File: src/rtl/bwr_pkg.sv
package bwr_pkg;
    typedef enum logic [1:0] {
        ST_IDLE = 2'd0,
        ST_ARB  = 2'd1,
        ST_MOVE = 2'd2
    } bwr_state_e;

    localparam logic [1:0] RA_DST = 2'd0;
    localparam logic [1:0] RA_LEN = 2'd1;
    localparam logic [1:0] RA_THR = 2'd2;
    localparam logic [1:0] RA_CTL = 2'd3;

    localparam int CB_GO       = 0;
    localparam int CB_CLR_DONE = 1;
    localparam int CB_CLR_ERR  = 2;
endpackage

File: src/rtl/bwr_fifo.sv
module bwr_fifo #(
    parameter int DW    = 32,
    parameter int DEPTH = 16
) (
    input  logic                         clk,
    input  logic                         rst_n,
    input  logic                         push,
    input  logic [DW-1:0]                din,
    input  logic                         pop,
    output logic [DW-1:0]                dout,
    output logic [$clog2(DEPTH+1)-1:0]   count,
    output logic                         full,
    output logic                         empty
);
    localparam int PTR_W = $clog2(DEPTH);
    localparam int CNT_W = $clog2(DEPTH+1);

    typedef struct packed {
        logic [PTR_W-1:0] wp;
        logic [PTR_W-1:0] rp;
        logic [CNT_W-1:0] cnt;
    } fifo_t;

    fifo_t q, d;
    logic [DW-1:0] mem [DEPTH];
    logic push_ok, pop_ok;

    assign full    = (q.cnt == CNT_W'(DEPTH));
    assign empty   = (q.cnt == '0);
    assign push_ok = push && !full;
    assign pop_ok  = pop && !empty;
    assign dout    = mem[q.rp];
    assign count   = q.cnt;

    always_comb begin
        d = q;
        if (push_ok) d.wp = (q.wp == PTR_W'(DEPTH-1)) ? '0 : q.wp + PTR_W'(1);
        if (pop_ok)  d.rp = (q.rp == PTR_W'(DEPTH-1)) ? '0 : q.rp + PTR_W'(1);
        if (push_ok && !pop_ok)      d.cnt = q.cnt + CNT_W'(1);
        else if (pop_ok && !push_ok) d.cnt = q.cnt - CNT_W'(1);
    end

    always_ff @(posedge clk) begin
        if (!rst_n) q <= '0;
        else        q <= d;
    end

    always_ff @(posedge clk) begin
        if (push_ok) mem[q.wp] <= din;
    end

    AST_FIFO_BOUND: assert property (@(posedge clk) disable iff (!rst_n)
        q.cnt <= CNT_W'(DEPTH));
    AST_FULL_BLOCKS: assert property (@(posedge clk) disable iff (!rst_n)
        (full && !pop) |=> full && $stable(q.wp));
endmodule

File: src/rtl/bwr_stall_timer.sv
module bwr_stall_timer #(
    parameter int LIMIT = 64
) (
    input  logic clk,
    input  logic rst_n,
    input  logic run,
    output logic expired
);
    localparam int CW = $clog2(LIMIT+1);

    logic [CW-1:0] cnt_q, cnt_d;

    always_comb begin
        if (!run)                     cnt_d = '0;
        else if (cnt_q == CW'(LIMIT)) cnt_d = cnt_q;
        else                          cnt_d = cnt_q + CW'(1);
    end

    always_ff @(posedge clk) begin
        if (!rst_n) cnt_q <= '0;
        else        cnt_q <= cnt_d;
    end

    assign expired = (cnt_q == CW'(LIMIT));

    AST_TIMER_CLEARS: assert property (@(posedge clk) disable iff (!rst_n)
        !run |=> !expired);
endmodule

File: src/rtl/burst_dma_wr.sv
module burst_dma_wr
    import bwr_pkg::*;
#(
    parameter int DW          = 32,
    parameter int AW          = 32,
    parameter int DEPTH       = 16,
    parameter int LEN_W       = 16,
    parameter int STALL_LIMIT = 64
) (
    input  logic          clk,
    input  logic          rst_n,
    input  logic          in_valid,
    input  logic [DW-1:0] in_data,
    output logic          in_ready,
    input  logic          reg_wr,
    input  logic [1:0]    reg_addr,
    input  logic [31:0]   reg_wdata,
    output logic [31:0]   reg_rdata,
    output logic          irq_fill,
    output logic          irq_done,
    output logic          bus_req,
    input  logic          bus_gnt,
    output logic          mem_wr,
    output logic [AW-1:0] mem_addr,
    output logic [DW-1:0] mem_wdata,
    input  logic          mem_ack
);
    localparam int CNT_W  = $clog2(DEPTH+1);
    localparam int STEP_B = DW / 8;

    typedef struct packed {
        bwr_state_e       st;
        logic [AW-1:0]    addr;
        logic [LEN_W-1:0] len;
        logic [CNT_W-1:0] thr;
        logic             done;
        logic             terr;
        logic             gerr;
    } eng_t;

    eng_t q, d;

    logic [DW-1:0]    f_dout;
    logic [CNT_W-1:0] f_count;
    logic             f_full, f_empty;
    logic             busy, beat, accept, go_cmd, stall_run, stall_hit;

    bwr_fifo #(.DW(DW), .DEPTH(DEPTH)) u_fifo (
        .clk   (clk),
        .rst_n (rst_n),
        .push  (in_valid),
        .din   (in_data),
        .pop   (accept),
        .dout  (f_dout),
        .count (f_count),
        .full  (f_full),
        .empty (f_empty)
    );

    assign stall_run = (q.st == ST_MOVE) && f_empty;

    generate
        if (STALL_LIMIT > 0) begin : g_timer
            bwr_stall_timer #(.LIMIT(STALL_LIMIT)) u_timer (
                .clk     (clk),
                .rst_n   (rst_n),
                .run     (stall_run),
                .expired (stall_hit)
            );
        end else begin : g_no_timer
            assign stall_hit = 1'b0;
        end
    endgenerate

    assign busy    = (q.st != ST_IDLE);
    assign beat    = (q.st == ST_MOVE) && !f_empty && bus_gnt;
    assign accept  = beat && mem_ack;
    assign go_cmd  = reg_wr && (reg_addr == RA_CTL) && reg_wdata[CB_GO];

    always_comb begin
        d = q;
        // host register writes
        if (reg_wr) begin
            case (reg_addr)
                RA_DST: if (!busy) d.addr = reg_wdata[AW-1:0];
                RA_LEN: if (!busy) d.len  = reg_wdata[LEN_W-1:0];
                RA_THR: d.thr = reg_wdata[CNT_W-1:0];
                default: begin
                    if (reg_wdata[CB_CLR_DONE]) d.done = 1'b0;
                    if (reg_wdata[CB_CLR_ERR]) begin
                        d.terr = 1'b0;
                        d.gerr = 1'b0;
                    end
                end
            endcase
        end
        if (go_cmd && busy) d.gerr = 1'b1;
        if (stall_hit)      d.terr = 1'b1;
        // transfer sequencing
        case (q.st)
            ST_IDLE: begin
                if (go_cmd) begin
                    if (q.len == '0) d.done = 1'b1;
                    else             d.st   = ST_ARB;
                end
            end
            ST_ARB: begin
                if (bus_gnt) d.st = ST_MOVE;
            end
            ST_MOVE: begin
                if (accept) begin
                    d.addr = q.addr + AW'(STEP_B);
                    d.len  = q.len - LEN_W'(1);
                    if (q.len == LEN_W'(1)) begin
                        d.st   = ST_IDLE;
                        d.done = 1'b1;
                    end
                end
            end
            default: d.st = ST_IDLE;
        endcase
    end

    always_ff @(posedge clk) begin
        if (!rst_n) begin
            q      <= '0;
            q.st   <= ST_IDLE;
            q.thr  <= CNT_W'(DEPTH / 2);
        end else begin
            q <= d;
        end
    end

    always_comb begin
        case (reg_addr)
            RA_DST:  reg_rdata = 32'(q.addr);
            RA_LEN:  reg_rdata = 32'(q.len);
            RA_THR:  reg_rdata = 32'(q.thr);
            default: reg_rdata = {28'd0, q.gerr, q.terr, q.done, busy};
        endcase
    end

    assign in_ready  = !f_full;
    assign irq_fill  = (f_count >= q.thr);
    assign irq_done  = q.done;
    assign bus_req   = busy;
    assign mem_wr    = beat;
    assign mem_addr  = q.addr;
    assign mem_wdata = f_dout;

    AST_WR_NEEDS_REQ: assert property (@(posedge clk) disable iff (!rst_n)
        mem_wr |-> bus_req);
    AST_WR_AFTER_GNT: assert property (@(posedge clk) disable iff (!rst_n)
        mem_wr |-> $past(bus_gnt));
    AST_WR_HOLD: assert property (@(posedge clk) disable iff (!rst_n)
        (mem_wr && !mem_ack) |=> ($stable(mem_addr) && $stable(mem_wdata)));
    AST_LEN_STEP: assert property (@(posedge clk) disable iff (!rst_n)
        (mem_wr && mem_ack) |=> (q.len == $past(q.len) - LEN_W'(1)));
    AST_REQ_DROP_DONE: assert property (@(posedge clk) disable iff (!rst_n)
        $fell(bus_req) |-> irq_done);
    AST_STALL_HOLDS_BUS: assert property (@(posedge clk) disable iff (!rst_n)
        stall_run |=> bus_req);
    AST_GO_BUSY_FLAG: assert property (@(posedge clk) disable iff (!rst_n)
        (go_cmd && busy) |=> reg_rdata[3] || reg_addr != RA_CTL || q.gerr);
    AST_ZERO_LEN: assert property (@(posedge clk) disable iff (!rst_n)
        (go_cmd && !busy && q.len == '0) |=> (!bus_req && irq_done));
endmodule

File: config.mk
export PLATFORM = sky130hd
export DESIGN_NAME = burst_dma_wr
export DESIGN_NICKNAME = d
export VERILOG_FILES = /design/src/rtl/bwr_pkg.sv /design/src/rtl/bwr_fifo.sv /design/src/rtl/bwr_stall_timer.sv /design/src/rtl/burst_dma_wr.sv
export SDC_FILE = /design/constraint.sdc
export NUM_CORES = 1
export LEC_CHECK = 0
export ABC_AREA = 1
export BUFFER_PORTS_ARGS = -buffer_cell sky130_fd_sc_hd__buf_2
export CORE_ASPECT_RATIO = 0.6
export CORE_UTILIZATION = 32
export DETAILED_ROUTE_END_ITERATION = 8
export GPL_TIMING_DRIVEN = 0
export HOLD_SLACK_MARGIN = 0.12
export PLACE_DENSITY_LB_ADDON = 0.08
export RECOVER_POWER = 100
export SLEW_MARGIN = 20
export SYNTH_ARGS = -nofsm -noshare
export SYNTH_HDL_FRONTEND = slang
export SYNTH_SLANG_ARGS = --single-unit
File: constraint.sdc
create_clock -name clk -period 6.6 [get_ports clk]
set_input_delay 1.32 -clock clk [delete_from_list [all_inputs] [get_ports clk]]
set_output_delay 1.32 -clock clk [all_outputs]
set_load 0.01 [all_outputs]
# Word level (Yosys, flattened, before mapping)

Memories as Yosys holds them, arrays and structs flattened. A register that Yosys moved wholly into a read port is not among the register bits.
Index checks and enable logic that the tools add are counted.

Bits in registers: 78
RAM bits: 512
Bits of input ports: 72
Word-level logic and storage cells: 100
Memories kept: 1

Memory list:

| name       | words | width | read ports | clocked after memory_dff | wr ports | RTL line       | RTL |
|---|---|---|---|---|---|---|---|
| u_fifo.mem | 16    | 32    | 1          | 1                        | 1        | bwr_fifo.sv:25 | `logic [DW-1:0] mem [DEPTH];` |

$add $sub $neg: 7
Magnitude comparators: 1
Equal/unequal tests: 17
Mux-type cells: 32
Reductions and logical operators: 31

Operator list:

| cell                                                                    | count |
|---|---|
| 32-bit case mux with 3 select lines                                     | 1 |
| 32-bit 2-to-1 mux                                                       | 2 |
| 56-bit 2-to-1 mux                                                       | 1 |
| 50-bit 2-to-1 mux                                                       | 1 |
| 48-bit 2-to-1 mux                                                       | 1 |
| 32-bit by 3-bit adder with 32-bit output, second input constant         | 1 |
| 16-bit 2-to-1 mux                                                       | 2 |
| 16-bit by 1-bit == test with 1-bit output, second input constant        | 1 |
| 16-bit zero test                                                        | 1 |
| 4-bit 2-to-1 mux                                                        | 4 |
| 16-bit by 1-bit subtractor with 16-bit output, second input constant    | 1 |
| 5-bit 2-to-1 mux                                                        | 3 |
| 2-bit nonzero test                                                      | 6 |
| 1-bit logical AND                                                       | 11 |
| 2-bit 2-to-1 mux                                                        | 5 |
| 1-bit 2-to-1 mux                                                        | 9 |
| 4-bit by 1-bit adder with 4-bit output, second input constant           | 2 |
| 4-bit == test, second input constant                                    | 2 |
| 2-bit by 1-bit inequality test with 1-bit output, second input constant | 4 |
| 7-bit by 1-bit adder with 7-bit output, second input constant           | 1 |
| 7-bit == test, second input constant                                    | 1 |
| 2-bit == test, second input constant                                    | 3 |
| 2-bit inequality test, second input constant                            | 3 |
| 2-bit case mux with 3 select lines                                      | 1 |
| other kinds (14)                                                        | 21 |

# Depth between registers and ports, before layout

Depth in word-level cells: 9
Mapped depth: 16

# Hierarchy

From an unflattened synthesis, not the netlist that was laid out.

Cells, all modules: 2873
Area, all modules: 27045.9 sq um

By module, submodules not included:

| module          | instances | cells each | area each (sq um) |
|---|---|---|---|
| bwr_fifo        | 1         | 2053       | 22173.8 |
| burst_dma_wr    | 1         | 769        | 4508.1 |
| bwr_stall_timer | 1         | 51         | 364.1 |

# Worst setup path before layout

Ideal clock, no wire load.

Path kind: input port to flip-flop
From: input in_valid
To: memory u_fifo.mem[11][0], enable pin
Setup time: 0.421 ns
Arrival: 3.068 ns
Slack: 3.111 ns
Stages: 4
Path buffers: 0
Cell sequence: nand2_1 > inv_1 > nand2_1 > nor2_1

Cells in the longest elaborated chain, start to end: 3

RTL lines:

| element                                | RTL line           | RTL |
|---|---|---|
| start: declaration                     | burst_dma_wr.sv:12 | `input logic in_valid,` |
| 1-bit logical AND                      | bwr_fifo.sv:30     | `assign push_ok = push && !full;` |
| via u_fifo.push_ok                     | bwr_fifo.sv:26     | `logic push_ok, pop_ok;` |
| 1-bit 2-to-1 mux                       | bwr_fifo.sv:49     | `if (push_ok) mem[q.wp] <= din;` |
| 1-bit 2-to-1 mux (implied by the code) | bwr_fifo.sv:49     |  |
| end: declaration                       | bwr_fifo.sv:25     |  |

The timed path passes the listed nets, and every way through them passes these cells.

==> results.txt <==
- Outcome: complete, but fails checks
- The final reports fail on capacitance limit, slew limit.
- Worst voltage drop across the vdd grid: approximately 0.00023 V
- Combinational power share: 0.055
* Count of synthesis-stage warnings from yosys: 0
- Entering global routing, the biggest net connects 18 pins.
- Global routing met1 resource utilization: 0.378
* CTS sink cnt: 594
- TritonCTS built the clock tree.
* Number of nets with antenna violations after detailed routing: 0
- Clock tree root driver cell: clkbuf_16
- Number of iterations in the first detailed-routing pass: 6
- Type of the worst setup path: reg2out
- Switch Pwr: 1.92 mW
- The worst setup path is launched from a flip-flop.
- The most used flip-flop cell after synthesis is edfxtp_1.
* Number of buffers inserted during clock tree synthesis: approximately 60
- Prior to clock tree synthesis, the placed netlist has a worst setup slack of between 2000 and 2500 ps.
- Met2 Usage GRT: 0.323
* Cell-internal power: 6.26 mW
- The number of antenna violations at the first check in global routing came to 3.
- In this run the vertical extent of the chip is ~220 µm.
- Buffers added to address setup during post-CTS repair amount to 0.
- Relative to the synthesized area, the layout overhead comes to 16.1%.
* Routed vias: 19,500
* Hold Crit Depth: 2
* Die Area: 0.0812 mm²
* Peak Freq: 197 MHz
- Post-route worst setup slack: around 1500 ps
- During I/O placement, the number of pins put on the boundary was between 150 and 200.
- Of the total power, the share spent switching nets is 0.235.
* Max capacitance violation total: 8
* RSZ-0062 raised after global routing: no
- Total global routing track utilization: 0.235
* Count of endpoints failing hold in the final timing report: 0
- After layout, the minimum clock period comes to just over 5000 ps.
- Final Hold Slack: approximately 490 ps
- Wire per inst: 25.8 µm
- Overflow left after global routing: 0
- Number of gates resized after CTS: 0
- End point of the most critical hold path: q[1]$_SDFFE_PN0P_
- Area used by sequential logic in the layout: around 0.017 mm²
- For this run, the post-layout net count is around 2,800.
- Total standard cell area after synthesis: 0.0256 mm²
- H-Tree Depth: 2
* Starting density of the core: 0.327
- Min-delay src: q[1]$_SDFFE_PN0P_
- Traced cell by cell, the critical path runs through clkbuf_1, clkbuf_1, clkbuf_1, o211ai_1, nand3_1, nand2_1, clkbuf_1.
- Depth of the most critical reg-to-reg path: 8
- Headroom to the max-slew limit came out at -0.297.
- Port buffering added ~170 buffers.
* Worst min-delay path category: reg2reg
- The floorplan has 79 rows.
* Kind of capture point of the worst setup path: primary output
- Mean post-synth cell area: 10.7 µm²
- Worst-path maximum fanout: 10
- Synthesis produced a netlist whose cell count is ~2,400.
* Floorplan die width: between 300 and 400 µm
- Data arrival at the endpoint of the critical path: approximately 3800 ps
- Of the cells placed in the final design, the portion with a size suffix greater than 1 is 0.0883.
- When the netlist entered floorplanning its net count stood at ~2,500.
* Number of register bits inferred by synthesis: between 500 and 600
* Clock skew: around 30 ps
- The layer flagged by global routing as most heavily used is met1.
- Power Dens Cells: around 280 mW/mm²
* Async SR Flop Fraction: 0
- The largest individual stage delay along the critical path comes from the cell clkbuf_1.
- The number of global-route vias before repair was around 18,000.
- For the pin with the worst max-slew slack, the measured transition is 1940 ps.
* Hold Buf Count CTS: 0
- Skew-Pair Late Insertion Delay: 660 ps
* Sequential group share of total power: 0.512
- Required arrival time at the worst endpoint: around 5300 ps
* Clk pwr share: 0.433
- Setup total negative slack on the finished layout was measured at 0 ps.
- Clock slew at the register clock pins of the worst setup and hold paths: approximately 60 ps
* Combined area of the multi-input logic cells: between 0.007 and 0.008 mm²
* Residual DRC count: 0
* Detailed Route Iter0 Violations: ~2,200
* Crit path largest cell delay: 970 ps
- Area of the core: between 0.07 and 0.08 mm²
* Max Buffers Root-to-Sink: 3
- Reg-to-reg startpoint: u_fifo.count[1]$_SDFFE_PN0P_
* Detailed Place HPWL: approximately 69,000 µm
* GP Congestion: ~0.92
- The count of final max-slew check failures was approximately 140.
* Dominant cell type by count on the critical path: clkbuf_1
- The share of the Yosys chip area taken by registers is 0.664.
- Routed Wire Length: between 90,000 and 100,000 µm
- In the global route stage, met3 resource usage came out at 0.0477.
* Wire length of the first global-routing pass: 137,000 µm
* Fill cell total of the finished layout: roughly 7,800
- Of the available clock period, the critical path in the final layout requires 0.768.
* Worst-case register-to-register setup slack: 2070 ps
- In this run, synthesis inferred slightly above 500 flip-flops with an integrated enable.
- Count of distinct cell types in the synthesized netlist: 39
* Final setup fails: 0
- Via density per instance: 5.18
- The worst register-to-register path ends at u_fifo.mem[1][18]$_DFFE_PP_.
- Reported leakage power: around 9.9 nW
==> through the flow <==
| stage | power, mW | utilization | area, µm² | cells |
|---|---|---|---|---|
| floorplan | 4.49 | - | 25600 | 2402 |
| global placement | 4.72 | 0.355 | 27800 | 3627 |
| detailed placement | 4.75 | 0.366 | 28700 | 3658 |
| CTS | 8.28 | 0.391 | 30700 | 3770 |
| global route | 8.45 | 0.379 | 29700 | 3770 |
| finish | 8.18 | 0.379 | 29700 | 3771 |
==> sequential cells by signal, summed over array words and instances, names as in the netlist, named ones only <==
| register | flops |
|---|---|
| q | 25 |
| irq_done | 1 |
| u_fifo.q | 8 |
| u_fifo.mem | 512 |
| g_timer.u_timer.cnt_q | 7 |
| mem_addr | 32 |
| u_fifo.count | 5 |
==> Yosys cell counts, drive strengths merged (19+ instances only) <==
| library cell | number | share of area |
|---|---|---|
| edfxtp | 512 | 0.60 |
| ha | 19 | 0.0093 |
| nand3 | 68 | 0.013 |
| inv | 119 | 0.017 |
| nand2 | 276 | 0.040 |
| o21ai | 374 | 0.073 |
| buf | 96 | 0.022 |
| o211ai | 131 | 0.038 |
| a21oi | 70 | 0.014 |
| dfxtp | 82 | 0.064 |
| nor2 | 508 | 0.076 |
| clkbuf | 71 | 0.010 |
| xor2 | 19 | 0.0065 |
==> power groups by stage <==
| stage | registers [mW] | clock network [mW] | logic, mW |
|---|---|---|---|
| finish | 4.19 | 3.54 | 0.452 |
| global route | 4.19 | 3.76 | 0.497 |
| CTS | 4.18 | 3.61 | 0.490 |
| global placement | 4.27 | 0 | 0.452 |
| detailed placement | 4.26 | 0 | 0.489 |
| floorplan | 4.26 | 0 | 0.233 |
==> critical path, delay by kind of cell, from the launching register on <==
family                 cells  cell delay [ps]
AND/OR/NAND/NOR            2              270
buffers and inverters      4             2230
AO/OA/AOI/OAI              1              280
flip-flops                 1              310
==> metal layers <==
metal  up-vias  part of all wire
met2       743              0.40
met4         2             0.011
met5         -          0.000093
met1      9738              0.50
met3        88             0.084
li1       8946                 -
==> cell families after synthesis <==
group / after synthesis / synth area share
DFF: 594 / 0.664
and+or+nand+nor: 878 / 0.135
AOI/OAI and AO/OA: 600 / 0.132
buffers and inverters: 287 / 0.0501
xor gates and xnor gates: 23 / 0.00787
adders and majority gates: 20 / 0.0101
==> cell usage in the layout, fill, tap and decap left out, types with 15 or more instances in the layout <==
master / instances
edfxtp_1: 512
nor2_1: 506
o21ai_0: 330
nand2_1: 276
clkbuf_1: 222
o211ai_1: 131
inv_1: 117
buf_2: 104
dfxtp_1: 82
a21oi_1: 70
nand3_1: 68
clkbuf_16: 61
o21ai_1: 44
clkbuf_4: 30
xor2_1: 19
ha_1: 19
buf_1: 15
==> area by class of cell <==
type,count,area share
antenna,1,0.0000842
buffer,167,0.0275
clock buffer,73,0.0532
clock inverter,39,0.0133
inverter,120,0.0152
multi-input combinational,1521,0.245
sequential,594,0.573
tap,1053,0.0443
timing repair buffer,203,0.0286
==> worst max path at each step <==
stage / from / end / slack, ps
6_report: flip-flop / mem_wdata[26] / 1530
5_1_grt: flip-flop / mem_wdata[13] / 1470
4_1_cts: flip-flop / mem_wdata[13] / 1750
3_5_place_dp: reg_addr[1] / reg_rdata[11] / 2190
3_3_place_gp: in_valid / u_fifo.mem[12][17]$_DFFE_PP_ / 570
2_1_floorplan: in_valid / u_fifo.mem[11][0]$_DFFE_PP_ / 3110
No activity file was read; power rests on OpenSTA's default activity.
